==> src/rtl/pso_pkg.sv <==
package pso_pkg;
    typedef enum logic [1:0] {
        MAP_LED_LED   = 2'b00,
        MAP_LED_STOP  = 2'b01,
        MAP_LED_BUSY  = 2'b10,
        MAP_STOP_BUSY = 2'b11
    } map_e;

    typedef enum logic [1:0] {
        ST_IDLE  = 2'b00,
        ST_WAIT  = 2'b01,
        ST_PULSE = 2'b10
    } stop_st_e;
endpackage

==> src/rtl/pso_busy_delay.sv <==
module pso_busy_delay #(
    parameter int BUSY_DLY = 1
) (
    input  logic clk,
    input  logic rst_n,
    input  logic tick,
    input  logic busy_raw,
    output logic busy_dly
);
    typedef struct packed {
        logic [BUSY_DLY-1:0] sr;
    } dly_t;

    dly_t s_d, s_q;

    generate
        if (BUSY_DLY == 1) begin : g_single
            always_comb begin
                s_d = s_q;
                if (tick) s_d.sr = busy_raw;
            end
        end else begin : g_chain
            always_comb begin
                s_d = s_q;
                if (tick) s_d.sr = {s_q.sr[BUSY_DLY-2:0], busy_raw};
            end
        end
    endgenerate

    always_ff @(posedge clk or negedge rst_n) begin
        if (!rst_n) s_q <= '0;
        else        s_q <= s_d;
    end

    assign busy_dly = s_q.sr[BUSY_DLY-1];
endmodule

==> src/rtl/pso_stop_gen.sv <==
module pso_stop_gen
    import pso_pkg::*;
#(
    parameter int STOP_DLY = 2,
    parameter int STOP_LEN = 512
) (
    input  logic clk,
    input  logic rst_n,
    input  logic tick,
    input  logic start,
    input  logic done,
    input  logic done_en,
    output logic stop
);
    localparam int MAXC = (STOP_DLY > STOP_LEN) ? STOP_DLY : STOP_LEN;
    localparam int CW   = $clog2(MAXC + 1);

    typedef struct packed {
        stop_st_e        st;
        logic [CW-1:0]   cnt;
    } stop_t;

    stop_t s_d, s_q;

    always_comb begin
        s_d = s_q;
        if (start) begin
            s_d.st  = ST_IDLE;
            s_d.cnt = '0;
        end else if (done && done_en) begin
            s_d.st  = ST_WAIT;
            s_d.cnt = '0;
        end else if (tick) begin
            case (s_q.st)
                ST_WAIT: begin
                    if (s_q.cnt == CW'(STOP_DLY - 1)) begin
                        s_d.st  = ST_PULSE;
                        s_d.cnt = '0;
                    end else begin
                        s_d.cnt = s_q.cnt + 1'b1;
                    end
                end
                ST_PULSE: begin
                    if (s_q.cnt == CW'(STOP_LEN - 1)) begin
                        s_d.st  = ST_IDLE;
                        s_d.cnt = '0;
                    end else begin
                        s_d.cnt = s_q.cnt + 1'b1;
                    end
                end
                default: s_d.cnt = '0;
            endcase
        end
    end

    always_ff @(posedge clk or negedge rst_n) begin
        if (!rst_n) s_q <= '{st: ST_IDLE, cnt: '0};
        else        s_q <= s_d;
    end

    assign stop = (s_q.st == ST_PULSE);
endmodule

==> src/rtl/pso_led_flash.sv <==
module pso_led_flash #(
    parameter int LED_HALF = 1333
) (
    input  logic clk,
    input  logic rst_n,
    input  logic tick,
    input  logic busy_raw,
    output logic led1,
    output logic led2
);
    localparam int CW = $clog2(LED_HALF + 1);

    typedef struct packed {
        logic          on;
        logic          phase;
        logic [CW-1:0] cnt;
    } led_t;

    led_t s_d, s_q;

    always_comb begin
        s_d = s_q;
        if (!busy_raw) begin
            s_d = '0;
        end else begin
            s_d.on = 1'b1;
            if (tick) begin
                if (s_q.cnt == CW'(LED_HALF - 1)) begin
                    s_d.cnt   = '0;
                    s_d.phase = ~s_q.phase;
                end else begin
                    s_d.cnt = s_q.cnt + 1'b1;
                end
            end
        end
    end

    always_ff @(posedge clk or negedge rst_n) begin
        if (!rst_n) s_q <= '0;
        else        s_q <= s_d;
    end

    assign led1 = s_q.on & ~s_q.phase;
    assign led2 = s_q.on &  s_q.phase;
endmodule

==> src/rtl/play_status_out.sv <==
module play_status_out
    import pso_pkg::*;
#(
    parameter int BUSY_DLY = 1,
    parameter int STOP_DLY = 2,
    parameter int STOP_LEN = 512,
    parameter int LED_HALF = 1333
) (
    input  logic       clk,
    input  logic       rst_n,
    input  logic       smp_tick,
    input  logic       play_busy,
    input  logic       grp_end,
    input  logic       grp_stop_en,
    input  logic [1:0] map_sel,
    output logic       pin_a,
    output logic       pin_b
);
    typedef struct packed {
        logic busy_prev;
    } top_t;

    top_t s_d, s_q;
    logic start_w, busy_w, stop_w, led1_w, led2_w;

    always_comb begin
        s_d           = s_q;
        s_d.busy_prev = play_busy;
    end

    always_ff @(posedge clk or negedge rst_n) begin
        if (!rst_n) s_q <= '0;
        else        s_q <= s_d;
    end

    assign start_w = play_busy & ~s_q.busy_prev;

    pso_busy_delay #(.BUSY_DLY(BUSY_DLY)) u_busy (
        .clk      (clk),
        .rst_n    (rst_n),
        .tick     (smp_tick),
        .busy_raw (play_busy),
        .busy_dly (busy_w)
    );

    pso_stop_gen #(.STOP_DLY(STOP_DLY), .STOP_LEN(STOP_LEN)) u_stop (
        .clk     (clk),
        .rst_n   (rst_n),
        .tick    (smp_tick),
        .start   (start_w),
        .done    (grp_end),
        .done_en (grp_stop_en),
        .stop    (stop_w)
    );

    pso_led_flash #(.LED_HALF(LED_HALF)) u_led (
        .clk      (clk),
        .rst_n    (rst_n),
        .tick     (smp_tick),
        .busy_raw (play_busy),
        .led1     (led1_w),
        .led2     (led2_w)
    );

    always_comb begin
        case (map_e'(map_sel))
            MAP_LED_LED:   begin pin_a = led2_w; pin_b = led1_w; end
            MAP_LED_STOP:  begin pin_a = led2_w; pin_b = stop_w; end
            MAP_LED_BUSY:  begin pin_a = led2_w; pin_b = busy_w; end
            default:       begin pin_a = stop_w; pin_b = busy_w; end
        endcase
    end
endmodule

==> config.mk <==
export PLATFORM = sky130hd
export DESIGN_NAME = play_status_out
export DESIGN_NICKNAME = d
export VERILOG_FILES = /design/src/rtl/pso_pkg.sv /design/src/rtl/pso_busy_delay.sv /design/src/rtl/pso_stop_gen.sv /design/src/rtl/pso_led_flash.sv /design/src/rtl/play_status_out.sv
export SDC_FILE = /design/constraint.sdc
export NUM_CORES = 1
export LEC_CHECK = 0
export BUFFER_PORTS_ARGS = -buffer_cell sky130_fd_sc_hd__buf_2
export CORE_UTILIZATION = 61
export CTS_CLUSTER_DIAMETER = 200
export DETAILED_ROUTE_END_ITERATION = 12
export HOLD_SLACK_MARGIN = 0.1
export PLACE_DENSITY = 0.8
export SETUP_SLACK_MARGIN = 0.5
export SYNTH_ARGS = -nofsm -noshare
export SYNTH_HDL_FRONTEND = slang
export SYNTH_SLANG_ARGS = --single-unit
export TNS_END_PERCENT = 10
==> constraint.sdc <==
create_clock -name clk -period 4.24 [get_ports clk]
set_input_delay 0.212 -clock clk [delete_from_list [all_inputs] [get_ports clk]]
set_output_delay 0.212 -clock clk [all_outputs]
set_load 0.005 [all_outputs]
# == Word-level counts from Yosys, hierarchy flattened ==
# Cells that the tools add are included.
# word_totals
ff_bits,27
in_bits,8
out_inout_bits,2
elab_cells,47
# op_classes
addsub,2
eq_ne,11
n_mux,15
n_bitwise,5
n_reduce_logical,7
# ops
operator,count
12-bit two-way mux,4
10-bit two-way mux,2
10-bit one-hot mux with 2 select lines,1
13-bit two-way mux,1
11-bit by 1-bit adder with 11-bit output (second input constant),1
11-bit == test (second input constant),1
11-bit two-way mux,1
10-bit by 1-bit adder with 10-bit output (second input constant),1
10-bit by 1-bit == test with 1-bit output (second input constant),1
10-bit by 9-bit == test with 1-bit output (second input constant),1
4-bit by 2-bit inequality test with 1-bit output (second input constant),2
2-bit by 1-bit == test with 1-bit output (second input constant),2
2-bit == test (second input constant),2
2-bit two-way mux,2
2-bit one-hot mux with 2 select lines,1
4-bit AND reduction,1
4-bit nonzero test,1
1-bit AND,3
3-bit nonzero test,1
3-bit OR reduction,1
2-bit zero test,1
1-bit two-way mux,2
2-bit by 1-bit inequality test with 1-bit output (second input constant),1
2-bit inequality test (second input constant),1
other kinds (4),5

# == Logic depth before layout (Yosys ltp) ==
# Gate-level depths: netlist of the first run.
# logic_depth
depth_word,6
depth_mapped,8
ltp_nobuf,7

# == By module ==
# Synthesis of the first run repeated with hierarchy kept, for this count alone.
# hier_totals
cells_unflattened,175
area_unflattened_um2,1686.6
# modules_own_cells
module,instances,cells_each,area_each_um2,seq_area_each_um2
pso_stop_gen,1,95,842.1,300.3
pso_led_flash,1,71,735.7,325.3
play_status_out,1,7,68.8,25.0
pso_busy_delay,1,2,40.0,25.0

# == Worst setup path after synthesis of the first run ==
# No wires, ideal clock.
# synth_path
path_type,reg2reg
startpoint,register u_stop.s_q[1] (netlist name)
endpoint,register u_stop.s_q[2] (netlist name)
setup_time_ns,0.127
arrival_ns,1.774
t_required_ns,4.113
path_slack_ns,2.339
path_stages_with_launch,9
path_buffers,1
synth_period_minus_slack_ns,1.901
cell_sequence,dfrtp_1 -> inv_1 -> ha_1 -> or4b_4 -> o31ai_4 -> a211oi_2 -> buf_6 -> a21oi_1 -> o22ai_1
# synth_via
elab_chain_len,6
elab_cells_between_ends,9
cone_classes,add/sub: 1; eq/ne: 2; mux: 6
# synth_rtl
element,line,text
from (decl),pso_stop_gen.sv:23,"stop_t s_d, s_q;"
from (signal assigned),pso_stop_gen.sv:57,"if (!rst_n) s_q <= '{st: ST_IDLE, cnt: '0};"
10-bit by 1-bit adder with 10-bit output (tied with other cells),"pso_stop_gen.sv:40, pso_stop_gen.sv:48",
10-bit two-way mux (on tied branches),"pso_stop_gen.sv:44, pso_stop_gen.sv:36",
10-bit one-hot mux with 2 select lines (*),pso_stop_gen.sv:34,case (s_q.st)
12-bit two-way mux (*),pso_stop_gen.sv:33,end else if (tick) begin
12-bit two-way mux (*),pso_stop_gen.sv:30,end else if (done && done_en) begin
12-bit two-way mux (*),pso_stop_gen.sv:27,if (start) begin
# Every way passes the cells marked *; elsewhere a longest branch is shown, timed or not. The select of a mux whose other input is x is not followed.
# A chain may end at the register's enable or synchronous reset.

# == Worst setup path after layout of the first run ==
# layout_path
startpoint,register u_stop.s_q[0] (netlist name)
endpoint,register u_stop.s_q[3] (netlist name)
# Same word-level chain as after synthesis.

==> impl_metrics.csv, run 1 <==
group,metric,value,unit
route,drt_iter0_drc,37,
timing,setup_viol_count_final,0,
place,place_inst,203,
clock_network,cts_setup_buffers,0,
cells_and_area,antenna_cells_inserted,0,
global_routing,grt.overflow.total,0,
route,vias,1268,
die,die_w,51.8,um
timing,skew,0.00444,ns
clock_network,ctsResizeCount,0,
worst_hold_path,min_path_type,"in -> reg",
worst_setup_path,max_stage_delay,0.58,ns
cells_and_area,post_route_non_filler_standard_cell_count,209,
pwr,leakage,0.706,nW
timing,worstMarginPinSlew,0.656,ns
worst_setup_path,critical_path.n_buffers_inverters,0,
global_routing,vias_in_the_first_global_route,1176,
synth,average_size_of_a_mapped_cell,8.95,um2
worst_setup_path,worst_flop_to_flop_path_startpoint,"u_stop.s_q[0]",
job,cap_violations,0,
synth,area_contributors_post_synth,"dfrtp_1 43%, nand2_1 5.5%, ha_1 5.0%, nor2_1 4.5%, nand3_1 3.6%",
clock_network,number_of_h_tree_branching_levels,1,
cells_and_area,post_route_cells_drive_above_1_share,0.105,
cells_and_area,multi_input_comb_area,806,um2
route,post_drt_wl_per_cell,14.5,um
synth,netlist.top_cell.by_area,"dfrtp_1",
worst_hold_path,startpoint_of_the_most_critical_hold_path,"grp_stop_en",
route,met1_length,1310,um
route,drc_errors,0,
worst_setup_path,cp.arrival,2.36,ns
run_status,status,"completed",
place,port_buffers,9,
clock_network,insertion_delay_of_the_later_clocked_pin_in_the_worst_skew_pair,0.31,ns
cells_and_area,postLayoutCoreUtil,0.716,
clock_network,tritoncts_num_sinks,26,
pwr,peakVddDrop,0.000210,V
clock_network,cts.reportedPaths.clkPinSlew,0.14,ns
synth,synth-warning-count,0,
timing,final-max-slew-violation-count,0,
cells_and_area,final_net_count,196,
timing,timing.setup.tns,0,ns
global_routing,grt_first_pass_wirelength,5070,um
clock_network,cts-buffers-inserted,3,
worst_setup_path,regToRegSetupSlack,2.12,ns
timing,max_freq,472,MHz
die,floorplan.initialDensity,0.665,
synth,synthMostInstantiatedCell,"dfrtp_1",
clock_network,tritoncts_clock_tree,"done",
die,die_area,0.00268,mm2
clock_network,maximum_count_of_clock_buffers_along_a_single_path,2,
cells_and_area,nFillCells,173,
global_routing,grt_use_total,0.255,
route,firstDrtPassIters,4,
cells_and_area,syn_to_final_growth,7.77,%
worst_hold_path,hold_end,"u_stop.s_q[10]",
synth,mappedNetlistNets,183,
timing,min_period_over_period,0.500,
route,dr.max_layer_used,"met4",
timing,relSlewSlack,0.562,
timing,layout_min_cycle_time,2.12,ns
die,die_h,51.8,um
worst_setup_path,slowest_stage,"a211oi_2",
worst_setup_path,crit_path_max_fanout,12,
clock_network,clockRootBuffer,"clkbuf_4",
route,route.met2.wl,1600,um
die,coreArea,0.00228,mm2
worst_setup_path,worstSetupPathType,"reg -> reg",
worst_setup_path,cp.required,4.48,ns
place,post-dp-hpwl,2230,um
worst_hold_path,hold_depth,3,
synth,synth.yosys.seq_area_share,0.430,
worst_setup_path,worst_r2r_path_depth,6,
worst_setup_path,start_kind,"register",
route,postRouteAntennaNets,0,
worst_setup_path,critPathTopFamily,"compound AO/OA/AOI/OAI gates",
timing,rsz0062_at_grt,"no",
global_routing,pin_count_of_the_biggest_net_entering_global_routing,27,
worst_setup_path,regToRegEndpoint,"u_stop.s_q[3]",
synth,synthArstFlopShare,1.00,
synth,synth_top_area_share,0.430,
worst_setup_path,crit_chain,"ha_1, nand3_1, o41ai_1, a211oi_2, or2b_1, a31oi_1",
timing,hold_violations,0,
global_routing,antenna_violations_before_repair,0,
worst_setup_path,critPathCaptureType,"register",
cells_and_area,register_area,651,um2
die,placement_rows,17,
synth,netlist_top_cells_count,"26 x dfrtp_1, 22 x nand2_1, 18 x nor2_1",
synth,synth_enable_flop_cells,0,
pwr,powerDensity,272,mW/mm2
synth,ys_types,41,
route,detailed_route_wirelength_on_metal3,100,um
synth,prevailing_post_synth_register_cell,"dfrtp_1",
route,detail_route.vias_per_cell,6.07,
die,num_io_pins,10,
place,routabilityCongestion,0.869,
synth,postSynthCellCount,169,
synth,postSynthRegisterBits,26,
route,drt-total-wl,3020,um
synth,post_synthesis_instance_area,0.00151,mm2
-- stage by stage --
stage          total power [mW]  setup slack [ns]  area, um2  hold WS [ns]
2_1_floorplan             0.305              2.34       1510       -0.0836
3_3_place_gp              0.321              2.27       1570         0.235
3_5_place_dp              0.323              2.16       1570         0.241
4_1_cts                   0.450              2.15       1630         0.183
5_1_grt                   0.467              1.91       1630         0.218
6_report                  0.444              2.12       1630         0.199
-- final cells by class --
cell class,count,area share
tap,28,0.0215
timing repair buffer,11,0.0399
clock buffer,4,0.0223
sequential,26,0.399
multi-input combinational,130,0.494
inverter,10,0.0230
-- power by group --
group / switching [mW] / leakage, nW / internal [mW]
clock: 0.0714 / 0.0210 / 0.0524
combinational: 0.0367 / 0.330 / 0.0242
sequential: 0.00509 / 0.355 / 0.254
total: 0.113 / 0.706 / 0.330
-- cell families (layout without fill, tap and decap cells) --
kind of cell,count (synthesis),in the layout,share of synthesized area
compound gates,34,34,0.149
flops,26,26,0.430
buf+inv,13,25,0.0372
mux,2,2,0.0141
xor+xnor,9,9,0.0521
simple gates,79,79,0.268
fa+ha+maj,6,6,0.0496
-- timing repair --
| action | in CTS | in global routing |
|---|---|---|
| hold buffers | 2 | 0 |
| endpoints found under the hold margin | 27 | 0 |
| setup endpoints to repair | 0 | 0 |
-- worst register-to-register path, delay by kind of cell, from the launching register on --
family,cells,cell delay (ns)
adders and majority gates,1,0.26
and+or+nand+nor,2,0.45
DFF,1,0.45
AOI/OAI and AO/OA,3,0.89
-- routing by layer --
metal	GRT usage	up-vias
li1	-	623
met1	0.301	615
met2	0.485	26
met3	0.0351	4
met4	0.0586	0
met5	0	-
-- state kept, by name (all words and copies together) (netlist names) --
register / flops
u_led.s_q: 12
u_stop.s_q: 12
s_q: 1
u_busy.busy_dly: 1
-- worst max-delay path by stage --
stage	cells after the start	from	to
floorplan	8	u_stop.s_q[1]	u_stop.s_q[2]
global placement	6	u_stop.s_q[0]	u_stop.s_q[3]
detailed placement	6	u_stop.s_q[0]	u_stop.s_q[6]
CTS	6	u_stop.s_q[0]	u_stop.s_q[3]
global route	6	u_stop.s_q[0]	u_stop.s_q[0]
finish	6	u_stop.s_q[0]	u_stop.s_q[3]
-- layout by cell type (no fill, tap or decap), types with 2 or more instances in the layout --
cell,n
dfrtp_1,26
nand2_1,22
nor2_1,18
nand3_1,11
inv_1,10
buf_2,9
a21oi_1,8
o21ai_0,8
xor2_1,6
a31oi_1,6
ha_1,6
nand4_1,4
o22ai_1,4
nand2b_1,3
nand3b_1,3
xnor2_1,3
clkbuf_4,3
nor4_1,2
and3_1,2
a41oi_1,2
or2b_1,2
dlygate4sd3_1,2
Note: power is estimated with default switching activity, not from simulation.
==> run 2: changes to the inputs <==
ABC_AREA = 1   (was not set)
CORE_UTILIZATION = 60   (was 61)
PLACE_DENSITY = 0.79   (was 0.8)
clock period = 1.95 ns   (was 4.24 ns; I/O delays follow)
==> impl_metrics.csv, run 2 <==
group,metric,value,unit
place,port_buffers,9,
die,die_h,56.7,um
synth,synth.yosys.seq_area_share,0.363,
synth,post_synthesis_instance_area,0.00179,mm2
timing,timing.setup.tns,0,ns
timing,hold_violations,0,
worst_setup_path,critPathCaptureType,"register",
synth,netlist.top_cell.by_area,"dfrtp_1",
route,drc_errors,2,
synth,synth_enable_flop_cells,0,
worst_setup_path,crit_path_max_fanout,3,
timing,postLayoutSetupSlackWorst,0.411,ns
cells_and_area,final_net_count,280,
clock_network,number_of_h_tree_branching_levels,1,
timing,rsz0062_at_grt,"yes",
synth,postSynthCellCount,237,
place,routabilityCongestion,0.902,
timing,min_period_over_period,0.789,
synth,mappedNetlistNets,251,
clock_network,insertion_delay_of_the_later_clocked_pin_in_the_worst_skew_pair,0.32,ns
route,post_drt_wl_per_cell,13.2,um
pwr,internal_power_contribution,0.945,mW
route,firstDrtPassIters,8,
global_routing,grt_use_total,0.242,
run_status,status,"complete, but fails checks",
synth,synth-warning-count,0,
run_status,failed_checks,"DRC",
cells_and_area,syn_to_final_growth,16.9,%
global_routing,antenna_violations_before_repair,0,
timing,worstMarginPinSlew,0.588,ns
pwr,p_seq_frac,0.436,
cells_and_area,fin_area,0.00210,mm2
pwr,net_switching_power_figure,0.527,mW
route,vias,1611,
cells_and_area,layout_commonest_cell,"nand2_1",
synth,postSynthRegisterBits,26,
synth,synthArstFlopShare,1.00,
global_routing,pin_count_of_the_biggest_net_entering_global_routing,27,
cells_and_area,antenna_cells_inserted,0,
global_routing,grt.overflow.total,0,
die,placement_rows,19,
clock_network,tritoncts_num_sinks,26,
timing,final-max-slew-violation-count,0,
route,postRouteAntennaNets,0,
clock_network,cts-buffers-inserted,3,
cells_and_area,mostFrequentLayoutCells,"54 x nand2_1, 30 x inv_1, 26 x nor2_1",
pwr,peakVddDrop,0.000513,V
timing,setup_viol_count_final,0,
die,coreArea,0.00281,mm2
die,num_io_pins,10,
clock_network,cts.reportedPaths.clkPinSlew,0.14,ns
pwr,powerDensity,702,mW/mm2
route,detail_route.vias_per_cell,5.46,
worst_hold_path,min_path_type,"in -> reg",
cells_and_area,biggest_regs,"u_led.s_q (12), u_stop.s_q (12)",
timing,skew,0.00664,ns
worst_setup_path,worstSetupPathType,"reg -> reg",
synth,netlist_top_cells_count,"56 x nand2_1, 33 x inv_1, 26 x dfrtp_1, 26 x nor2_1, 14 x nand3_1",
worst_setup_path,cp.required,2.21,ns
synth,average_size_of_a_mapped_cell,7.57,um2
worst_hold_path,startpoint_of_the_most_critical_hold_path,"smp_tick",
route,drt-total-wl,3910,um
clock_network,tritoncts_clock_tree,"done",
synth,area_contributors_post_synth,"dfrtp_1 36%, nand2_1 12%, inv_1 6.9%, nor2_1 5.4%, ha_1 4.2%",
timing,layout_min_cycle_time,1.54,ns
place,placed_area,0.00186,mm2
job,cap_violations,0,
global_routing,grt_first_pass_wirelength,6060,um
pwr,leakage,0.970,nW
timing,max_freq,650,MHz
pwr,power.share.clock,0.154,
clock_network,clockRootBuffer,"clkbuf_4",
die,floorplan.initialDensity,0.639,
timing,relSlewSlack,0.608,
route,drt_iter0_drc,65,
worst_setup_path,cp.arrival,1.80,ns
clock_network,maximum_count_of_clock_buffers_along_a_single_path,2,
place,post-dp-hpwl,2580,um
synth,ys_types,30,
cells_and_area,post_route_cells_drive_above_1_share,0.303,
worst_setup_path,crit_start,"u_led.s_q[1]",
pwr,comb_power_share,0.409,
place,detailedPlace.worstSlack,0.417,ns
synth,synth_top_area_share,0.363,
worst_setup_path,worst_flop_to_flop_path_startpoint,"u_led.s_q[1]",
pwr,switching_share,0.358,
die,die_w,56.7,um
pwr,post-layout-total-power,1.47,mW
worst_setup_path,start_kind,"register",
die,die_area,0.00321,mm2
synth,synthMostInstantiatedCell,"nand2_1",
timing,hold_slack,0.141,ns
global_routing,vias_in_the_first_global_route,1453,
synth,prevailing_post_synth_register_cell,"dfrtp_1",
==> run 2: changes by cell type in the layout (fill, tap and decap cells not counted), moves of 4 or more <==
cell,delta
buf_4,+13
inv_1,+20
nor2_2,+7
nand2_1,+32
nor3_2,+5
a31oi_1,-6
inv_2,+7
nand2_2,+9
o21ai_2,+6
o21ai_0,-4
nor2_1,+8
==> run 2: logic make-up after synthesis <==
| kind of cell | count (synthesis) | share of synthesized area |
|---|---|---|
| buf+inv | 39 | 0.0879 |
| flops | 26 | 0.363 |
| fa+ha+maj | 6 | 0.0419 |
| simple gates | 134 | 0.380 |
| compound gates | 24 | 0.0879 |
| xor+xnor | 8 | 0.0391 |
==> run 2: area by class of cell <==
| cell class | instances | area [um2] |
|---|---|---|
| timing repair buffer | 26 | 194 |
| inverter | 37 | 139 |
| multi-input combinational | 172 | 1050 |
| sequential | 26 | 652 |
| clock buffer | 3 | 22.5 |
| fill | 211 | 709 |
| tap | 31 | 38.8 |
==> run 2: final timing paths <==
kind / endpoint / slack (ns) / cells past startpoint
setup / recovery: u_led.s_q[7] / 0.41 / 9
hold / removal: u_led.s_q[10] / 0.14 / 3
setup reg to reg: u_led.s_q[7] / 0.41 / 9
hold reg to reg: u_busy.busy_dly / 0.55 / 2
max in group asynchronous: u_led.s_q[0] / 1.24 / 2
min in group asynchronous: u_stop.s_q[6] / 0.29 / 2
==> run 2: what timing repair did <==
action,4_1_cts,5_1_grt
endpoints found under the setup margin,19,23
buffers inserted,8,7
endpoints found under the hold margin,27,0
pin swaps,3,9
resized for setup,3,15
hold buffers,2,0
==> run 2: power groups by stage <==
stage / logic, mW / registers [mW] / clock network (mW)
finish: 0.603 / 0.642 / 0.227
global route: 0.677 / 0.649 / 0.249
global placement: 0.392 / 0.646 / 0
detailed placement: 0.398 / 0.647 / 0
floorplan: 0.321 / 0.635 / 0
CTS: 0.467 / 0.630 / 0.231
==> run 2: routing by layer <==
layer,part of all wire,routed length [um],vias up,global-route usage
met4,0.015,59,0,0.0750
met5,0,0,-,0
met2,0.52,2040,28,0.456
met3,0.028,108,7,0.0207
met1,0.43,1700,770,0.287
li1,-,-,806,-
==> run 2: metrics by stage <==
stage / cells / util
6_report: 295 / 0.747
2_1_floorplan: 237 / -
4_1_cts: 288 / 0.702
3_3_place_gp: 275 / 0.662
3_5_place_dp: 275 / 0.662
5_1_grt: 295 / 0.747
==> run 2: critical path, stage by stage (launching register included) <==
cell	delay (ns)
dfrtp_1	0.46
buf_4	0.15
nand2_2	0.06
nor2_2	0.18
nand3_1	0.15
nor2_2	0.17
nand2_1	0.09
nand2_1	0.08
nand2_1	0.07
nor2_1	0.08
